<file path="src/rtl/rlt_pkg.sv">
package rlt_pkg;

    localparam int CNT_W     = 16;
    localparam int BYTE_W    = 8;
    localparam int DIV_CODES = 10;
    localparam int SRC_W     = 4;
    localparam int ADDR_W    = 2;

    typedef enum logic [ADDR_W-1:0] {
        ADR_LO   = 2'd0,
        ADR_HI   = 2'd1,
        ADR_MODE = 2'd2,
        ADR_SRC  = 2'd3
    } reg_addr_e;

    typedef enum logic [1:0] {
        OP_IDLE  = 2'd0,
        OP_TIMER = 2'd1,
        OP_EVENT = 2'd2,
        OP_PULSE = 2'd3
    } op_mode_e;

    // mode register layout, bit 7 down to bit 0
    typedef struct packed {
        logic       ev_sel;
        logic       stop;
        logic       edge_fall;
        logic [1:0] spare;
        logic [2:0] sel;
    } mode_reg_t;

    localparam logic [BYTE_W-1:0] MODE_RESET = 8'h40;

    function automatic op_mode_e decode_mode(input mode_reg_t m);
        if (m.sel == 3'b000)
            return m.ev_sel ? OP_EVENT : OP_TIMER;
        else if (m.sel == 3'b001)
            return OP_PULSE;
        else
            return OP_IDLE;
    endfunction

    function automatic logic start_level(input logic edge_fall);
        return ~edge_fall;
    endfunction

endpackage

</file>
<file path="src/rtl/rlt_prescaler.sv">
module rlt_prescaler #(
    parameter int DIV_CODES = rlt_pkg::DIV_CODES,
    parameter int SRC_W     = rlt_pkg::SRC_W
) (
    input  logic             clk,
    input  logic             rst,
    input  logic [SRC_W-1:0] src_sel,
    input  logic             alt_ce,
    output logic             tick
);
    localparam logic [SRC_W-1:0] ALT_CODE = SRC_W'(DIV_CODES);

    logic [DIV_CODES-1:0] div_cnt;
    logic [DIV_CODES-1:0] taps;

    always_ff @(posedge clk) begin
        if (rst) div_cnt <= '0;
        else     div_cnt <= div_cnt + DIV_CODES'(1);
    end

    for (genvar k = 0; k < DIV_CODES; k++) begin : g_tap
        assign taps[k] = &div_cnt[k:0];
    end

    always_comb begin
        tick = 1'b0;
        if (src_sel == ALT_CODE) tick = alt_ce;
        for (int k = 0; k < DIV_CODES; k++) begin
            if (src_sel == SRC_W'(k)) tick = taps[k];
        end
    end

    AST_DIV2_ALTERNATES: assert property (@(posedge clk) disable iff (rst)
        (src_sel == '0 && tick) |=> (src_sel != '0 || !tick));

endmodule

</file>
<file path="src/rtl/rlt_edge_sync.sv">
module rlt_edge_sync #(
    parameter int SYNC_STAGES = 2
) (
    input  logic clk,
    input  logic rst,
    input  logic pin_in,
    input  logic fall_sel,
    output logic edge_hit
);
    logic [SYNC_STAGES:0] shr;
    logic cur, prev;

    always_ff @(posedge clk) begin
        if (rst) shr <= '0;
        else     shr <= {shr[SYNC_STAGES-1:0], pin_in};
    end

    assign cur      = shr[SYNC_STAGES-1];
    assign prev     = shr[SYNC_STAGES];
    assign edge_hit = fall_sel ? (prev & ~cur) : (cur & ~prev);

    AST_EDGE_ISOLATED: assert property (@(posedge clk) disable iff (rst)
        edge_hit |=> (!edge_hit || fall_sel != $past(fall_sel)));

endmodule

</file>
<file path="src/rtl/rlt_counter_core.sv">
module rlt_counter_core #(
    parameter int CNT_W = rlt_pkg::CNT_W
) (
    input  logic             clk,
    input  logic             rst,
    input  logic             halted,
    input  logic             cnt_tick,
    input  logic             commit,
    input  logic [CNT_W-1:0] commit_val,
    output logic [CNT_W-1:0] cnt,
    output logic             uf
);
    logic [CNT_W-1:0] cnt_q, latch_q, latch_d;

    assign uf      = cnt_tick && (cnt_q == '0);
    assign latch_d = commit ? commit_val : latch_q;
    assign cnt     = cnt_q;

    always_ff @(posedge clk) begin
        if (rst) begin
            cnt_q   <= '1;
            latch_q <= '1;
        end else begin
            latch_q <= latch_d;
            if (commit && halted)
                cnt_q <= commit_val;
            else if (uf)
                cnt_q <= latch_d;
            else if (cnt_tick)
                cnt_q <= cnt_q - CNT_W'(1);
        end
    end

    AST_RELOAD_FROM_LATCH: assert property (@(posedge clk) disable iff (rst)
        (uf && !commit) |=> (cnt_q == $past(latch_q)));
    AST_DECREMENT: assert property (@(posedge clk) disable iff (rst)
        (cnt_tick && cnt_q != '0 && !(commit && halted)) |=> (cnt_q == $past(cnt_q) - CNT_W'(1)));
    AST_HALT_HOLDS: assert property (@(posedge clk) disable iff (rst)
        (halted && !commit) |=> $stable(cnt_q));
    AST_RUN_WRITE_LATCH_ONLY: assert property (@(posedge clk) disable iff (rst)
        (!halted && commit && !cnt_tick) |=> $stable(cnt_q));
    AST_HALT_NO_TICK: assert property (@(posedge clk) disable iff (rst)
        halted |-> !cnt_tick);

endmodule

</file>
<file path="src/rtl/rld_timer16.sv">
module rld_timer16
    import rlt_pkg::*;
(
    input  logic                clk,
    input  logic                rst,
    input  logic                bus_wr,
    input  logic                bus_rd,
    input  logic [ADDR_W-1:0]   bus_addr,
    input  logic [BYTE_W-1:0]   bus_wdata,
    output logic [BYTE_W-1:0]   bus_rdata,
    input  logic                irq_ack,
    input  logic                alt_ce,
    input  logic                evt_pin,
    output logic                irq_flag,
    output logic                pulse_out
);
    mode_reg_t          mode_q;
    logic [SRC_W-1:0]   src_q;
    logic [BYTE_W-1:0]  wr_buf, rd_buf;
    logic               irq_q, pulse_q;

    op_mode_e           op;
    logic               presc_tick, edge_hit, cnt_tick, uf;
    logic               commit, mode_wr, edge_flip, pulse_d;
    logic [CNT_W-1:0]   cnt;

    assign op        = decode_mode(mode_q);
    assign commit    = bus_wr && (bus_addr == ADR_HI);
    assign mode_wr   = bus_wr && (bus_addr == ADR_MODE);
    assign edge_flip = mode_wr && (bus_wdata[5] != mode_q.edge_fall);

    rlt_prescaler #(.DIV_CODES(DIV_CODES), .SRC_W(SRC_W)) u_presc (
        .clk(clk), .rst(rst), .src_sel(src_q), .alt_ce(alt_ce), .tick(presc_tick)
    );

    rlt_edge_sync #(.SYNC_STAGES(2)) u_sync (
        .clk(clk), .rst(rst), .pin_in(evt_pin),
        .fall_sel(mode_q.edge_fall), .edge_hit(edge_hit)
    );

    always_comb begin
        unique case (op)
            OP_TIMER, OP_PULSE: cnt_tick = presc_tick;
            OP_EVENT:           cnt_tick = edge_hit;
            default:            cnt_tick = 1'b0;
        endcase
        if (mode_q.stop) cnt_tick = 1'b0;
    end

    rlt_counter_core #(.CNT_W(CNT_W)) u_core (
        .clk(clk), .rst(rst), .halted(mode_q.stop), .cnt_tick(cnt_tick),
        .commit(commit), .commit_val({bus_wdata, wr_buf}),
        .cnt(cnt), .uf(uf)
    );

    always_comb begin
        if (commit)
            pulse_d = start_level(mode_q.edge_fall);
        else
            pulse_d = pulse_q ^ (uf && op == OP_PULSE) ^ edge_flip;
    end

    always_ff @(posedge clk) begin
        if (rst) begin
            mode_q  <= mode_reg_t'(MODE_RESET);
            src_q   <= '0;
            wr_buf  <= '0;
            rd_buf  <= '0;
            irq_q   <= 1'b0;
            pulse_q <= 1'b1;
        end else begin
            pulse_q <= pulse_d;
            if (uf)           irq_q <= 1'b1;
            else if (irq_ack) irq_q <= 1'b0;
            if (bus_wr) begin
                case (bus_addr)
                    ADR_LO:   wr_buf <= bus_wdata;
                    ADR_MODE: mode_q <= mode_reg_t'(bus_wdata);
                    ADR_SRC:  src_q  <= bus_wdata[SRC_W-1:0];
                    default:  ;
                endcase
            end
            if (bus_rd && bus_addr == ADR_HI)
                rd_buf <= cnt[BYTE_W-1:0];
        end
    end

    always_comb begin
        case (bus_addr)
            ADR_LO:   bus_rdata = rd_buf;
            ADR_HI:   bus_rdata = cnt[CNT_W-1:BYTE_W];
            ADR_MODE: bus_rdata = mode_q;
            default:  bus_rdata = {{(BYTE_W-SRC_W){1'b0}}, src_q};
        endcase
    end

    assign irq_flag  = irq_q;
    assign pulse_out = (op == OP_PULSE) && pulse_q;

    AST_IRQ_ON_UNDERFLOW: assert property (@(posedge clk) disable iff (rst)
        uf |=> irq_flag);
    AST_IRQ_STICKY: assert property (@(posedge clk) disable iff (rst)
        (irq_flag && !irq_ack) |=> irq_flag);
    AST_PULSE_FLIPS: assert property (@(posedge clk) disable iff (rst)
        (uf && op == OP_PULSE && !commit && !edge_flip) |=> (pulse_q != $past(pulse_q)));
    AST_WRITE_SETS_LEVEL: assert property (@(posedge clk) disable iff (rst)
        commit |=> (pulse_q == !$past(mode_q.edge_fall)));
    AST_EDGE_BIT_INVERTS: assert property (@(posedge clk) disable iff (rst)
        (edge_flip && !uf) |=> (pulse_q != $past(pulse_q)));
    AST_IDLE_NO_COUNT: assert property (@(posedge clk) disable iff (rst)
        (op == OP_IDLE) |-> !uf);

endmodule

</file>
<file path="config.mk">
export PLATFORM = sky130hd
export DESIGN_NAME = rld_timer16
export DESIGN_NICKNAME = d
export VERILOG_FILES = /design/src/rtl/rlt_pkg.sv /design/src/rtl/rlt_prescaler.sv /design/src/rtl/rlt_edge_sync.sv /design/src/rtl/rlt_counter_core.sv /design/src/rtl/rld_timer16.sv
export SDC_FILE = /design/constraint.sdc
export NUM_CORES = 1
export LEC_CHECK = 0
export BUFFER_PORTS_ARGS = -buffer_cell sky130_fd_sc_hd__buf_2
export CORE_MARGIN = 3
export CORE_UTILIZATION = 40
export CTS_BUF_LIST = sky130_fd_sc_hd__clkbuf_8
export DETAILED_ROUTE_END_ITERATION = 6
export GPL_TIMING_DRIVEN = 0
export HOLD_SLACK_MARGIN = 0.03
export MAX_ROUTING_LAYER = met4
export PLACE_DENSITY = 0.63
export SLEW_MARGIN = 20
export SYNTH_ARGS = -nofsm -noshare
export SYNTH_HDL_FRONTEND = slang
export SYNTH_SLANG_ARGS = --single-unit
</file>
<file path="constraint.sdc">
create_clock -name clk -period 4.7 [get_ports clk]
set_input_delay 0.705 -clock clk [delete_from_list [all_inputs] [get_ports clk]]
set_output_delay 0.705 -clock clk [all_outputs]
set_load 0.02 [all_outputs]
</file>
==> results.md <==
- The flow ran to the end, and the final reports show no timing, DRC or antenna violations.
- In this run, the combinational gates consume between 10% and 20% of the power.
- The buffer cell driving the clock tree root is clkbuf_8.
- The number of global-route vias before repair is between 2,000 and 3,000.
- The final routed wirelength across all metal layers is 10,000 µm.
- The count of antenna-violating nets left after detailed routing is 0.
- STA classifies the critical path startpoint as a flip-flop.
- Grouping stages by cell kind, the critical path spends the most delay in compound AO/OA/AOI/OAI gates.
- The worst setup path is captured at a flip-flop.
- Summed over all cells, the static leakage comes to ~0.0018 µW.
- The number of antenna violations at the first check in global routing came to 0.
- Sequential cells burn between 40% and 50% of the power.
- In this run the worst path has a maximum fanout of 10.
- The post-synthesis net count is 445.
- The headroom to the max-slew limit is between 40% and 50%.
- The commonest cells after synthesis are dfxtp_1, nor2_1, nand2_1.
- The number of synthesized flops with an enable pin is 0.
- Counting stages on the worst path, the most repeated cell is ha_1.
- The final critical-path share of the clock period is 61.4%.
- Entering global routing, the biggest net connects 13 pins.
- The slew at the pin closest to its max-slew limit is between 0.7 and 0.8 ns.
- The routability congestion estimate is between 0.9 and 1.
- The final-layout worst hold slack is about 0.45 ns.
- Setup slack on the critical path of the routed design comes to around 1.8 ns.
- The finished layout holds around 570 standard cells, fillers aside.
- After synthesis the cells add up to 0.00373 mm².
- The pre-CTS worst setup slack is approximately 1.8 ns.
- The first TritonRoute pass finished after 5 iterations.
- Synthesis produced a netlist whose cell count is about 420.
- In the post-synthesis netlist, the cell with the most instances is dfxtp_1.
- The clock insertion delay at the later pin of the skew report is between 0.3 and 0.4 ns.
- Once placement finished, the instance area stood at 0.00400 mm².
- In this run the biggest area consumer among cell types represents 40.2% of the synthesized area.
- The total placed cells including tap cells is between 500 and 600.
- In this run the standard cell core region covers just under 0.009 mm².
- The register bit total from synthesis is between 70 and 80.
- For the worst setup path, the data required time is ~4.9 ns.
- The total global-route track usage is roughly 21%.
- The async set or reset register ratio after synthesis is 0%.
- The floorplan has 34 rows.
- A synthesized cell averages 8.82 µm².
- The maximum single-stage delay on the critical path is roughly 0.50 ns.
- The floorplan step defined a die boundary enclosing around 0.011 mm².
- The achievable clock frequency is about 350 MHz.
- Global routing finished with a remaining overflow of 0.
- The CTS buffer count is 9.
- The TritonCTS clock tree is yes.
- The internal power of the cells totals approximately 1100 µW.
- Clock skew on the completed layout was measured at between 0.01 and 0.015 ns.
- Post-CTS timing repair inserted 0 buffers for setup.
- Hold repair after CTS inserted 0 buffers.
- Setup violations remaining at the end of the flow were counted as 0.
- The share of total power dissipated in the clock network is between 40% and 50%.
- The maximum resistive drop on vdd is about 0.16 mV.
- Post-CTS repair changed the size of 0 cells.
- The fill cell instance count of the final layout is approximately 870.
- The HPWL after detailed placement is 7140 µm.
- Together, buffers and inverters on the worst path number 2.
- The predominant post-synthesis flop cell is dfxtp_1.
- After routing the design area is between 0.004 and 0.005 mm².
- In the routed design, unresolved DRC markers number 0.
- The proportion of synthesized chip area in sequential cells is about 40%.
- By startpoint and endpoint, the worst setup path is classified as reg -> reg.
- The clock-pin slew of the registers on the worst-case setup and hold paths is ~0.080 ns.
- At the worst endpoint, the arrival time is roughly 3.1 ns.
- The areal power density over the cells is around 350 mW/mm².
- On the critical path, the stage with the largest delay is an instance of clkbuf_1.
- The final hold violation count is 0.
- Setup repair after global routing left no endpoint under its margin.
- The number of unique standard cell types used by synthesis is 52.
- The initial core utilization is 42.0%.
- The vias after detailed routing is approximately 3,200.
- Max-cap violations in this run came to 0.
- The floorplan step set the die height to approximately 100 µm.
- The net switching fraction of the power is 24.9%.
- Traced cell by cell, the critical path runs through ha_1, nand3_1, inv_1, ha_1, nand2_1, nor3_1, o21bai_1, nand4_1, a41o_1, clkbuf_1, mux2i_1, a211o_1.
- The final period demand of the worst path is between 2 and 3 ns.
- The area growth from synthesis to layout is 14.1%.
- By area the synthesized netlist is led by dfxtp_1, mux2i_1, a21oi_1.
- The number of diodes added for antenna fixing is 0.
- The final-layout setup total negative slack is 0 ns.
- In this run the deepest clock path goes through 2 buffers.
- In this run the number of H-tree levels came out at 3.
- The count of routing violations after the opening detailed-route iteration is 263.
- The share of final-layout standard cells stronger than drive strength 1 is about 13%.
- The type of the most critical hold path is reg -> reg.
- For this design, the sink count on the clock tree is between 70 and 80.
- The port buffer count is 26.
- The layout net count is just under 500.
- In the routed layout, each cell is associated on average with a via count of about 5.7.
- The final max-slew violation count is 0.
- In the final routed layout, each cell accounts on average for between 15 and 20 µm.
- For this design the total switching power over the nets is between 300 and 400 µW.
- The synthesized design spends more area on one cell type than any other, namely dfxtp_1.
- The die extent in x is between 100 and 150 µm.
- The first global-routing pass estimated 16,100 µm of wire.
- For this run, the number of Yosys warnings is 0.
- The I/O pin count is 27.
## registers in the layout, indices dropped and copies added, names as in the netlist
| signal | cells |
|---|---|
| u_core.cnt | 16 |
| u_core.latch_q | 16 |
| u_presc.div_cnt | 10 |
| mode_q | 8 |
| rd_buf | 8 |
| wr_buf | 8 |
| src_q | 4 |
| u_sync.shr | 3 |
| irq_flag | 1 |
| pulse_q | 1 |
## cell families (layout without fill, tap and decap cells)
| family | Yosys count | after routing | synth area share [%] |
|---|---|---|---|
| compound gates | 90 | 90 | 16.3 |
| simple gates | 159 | 159 | 21.5 |
| fa+ha+maj | 5 | 5 | 1.68 |
| mux | 42 | 42 | 12.7 |
| xor+xnor | 13 | 13 | 3.05 |
| buf+inv | 39 | 81 | 4.53 |
| flops | 75 | 75 | 40.2 |
## worst register-to-register path: cells and delay by family (launching register included)
family | cells | cell delay (ns)
AO/OA/AOI/OAI | 3 | 0.76
adder cells (fa/ha/maj) | 2 | 0.38
buffers and inverters | 2 | 0.60
flip-flops | 1 | 0.41
multiplexers | 1 | 0.15
AND/OR/NAND/NOR | 4 | 0.47
## placed cells by master (no fill, tap or decap), types with 2 or more instances in the layout
master,netlist,final
a21o_1,13,13
or3_1,8,8
o21ai_0,11,11
a221o_1,11,11
inv_1,11,11
nand2_1,38,38
buf_2,0,26
nor3_1,7,7
clkbuf_8,0,12
mux2i_1,36,36
nand3b_1,4,4
mux4_2,4,4
nand4_1,7,7
nor2b_1,11,11
dfxtp_1,75,75
buf_6,3,3
xnor2_1,8,8
xor2_1,5,5
nor2_1,40,40
o21ai_1,3,3
or2_2,3,3
a21oi_1,32,32
buf_1,8,8
and3_1,2,2
bufinv_16,0,3
nand3_1,14,14
a31o_2,3,3
or4_1,2,2
o31ai_1,2,2
clkbuf_1,17,17
nand2b_1,13,13
ha_1,5,5
a211o_1,3,3
nor4_1,3,3
## power by group through the flow
stage,sequential [µW],combinational [µW],clock [µW]
after floorplan,699,119,0
after global placement,709,165,0
after detailed placement,710,167,0
after CTS,695,168,648
after global routing,700,187,675
final,696,169,643
## final timing paths
kind | slack, ns | end | depth (start not counted) | startpoint
max | 1.81 | u_core.cnt[9]$_SDFFE_PP1P_ | 12 | u_presc.div_cnt[0]$_SDFF_PP0_
min | 0.45 | u_core.latch_q[5]$_SDFF_PP1_ | 2 | u_core.latch_q[5]$_SDFF_PP1_
max reg2reg | 1.81 | u_core.cnt[9]$_SDFFE_PP1P_ | 12 | u_presc.div_cnt[0]$_SDFF_PP0_
min reg2reg | 0.45 | u_core.latch_q[5]$_SDFF_PP1_ | 2 | u_core.latch_q[5]$_SDFF_PP1_
## metrics by stage
step | power, µW | utilization, %
after global placement | 874 | 45.0
after detailed placement | 877 | 45.0
after CTS | 1510 | 47.9
after global routing | 1560 | 47.9
final | 1510 | 47.9
after floorplan | 818 | -
## cell type report
| cell class | count | area (µm²) | area share, % |
|---|---|---|---|
| plain buffers | 28 | 128 | 3.00 |
| repair buffers | 26 | 130 | 3.06 |
| well taps | 108 | 135 | 3.17 |
| clock buffers | 12 | 165 | 3.88 |
| flip-flops and latches | 75 | 1500 | 35.3 |
| clock inverters | 4 | 95.1 | 2.23 |
| multi-input cells | 309 | 2060 | 48.4 |
| inverters | 11 | 41.3 | 0.970 |
## metal layers
metal / share of wire (%) / up-vias / track usage (%)
met5: 0 / - / -
met4: 2.1 / 0 / 8.27
met3: 5.7 / 16 / 3.59
met2: 43 / 100 / 29.2
met1: 49 / 1549 / 29.3
li1: - / 1582 / -
Power figures use the tool's default switching activity.
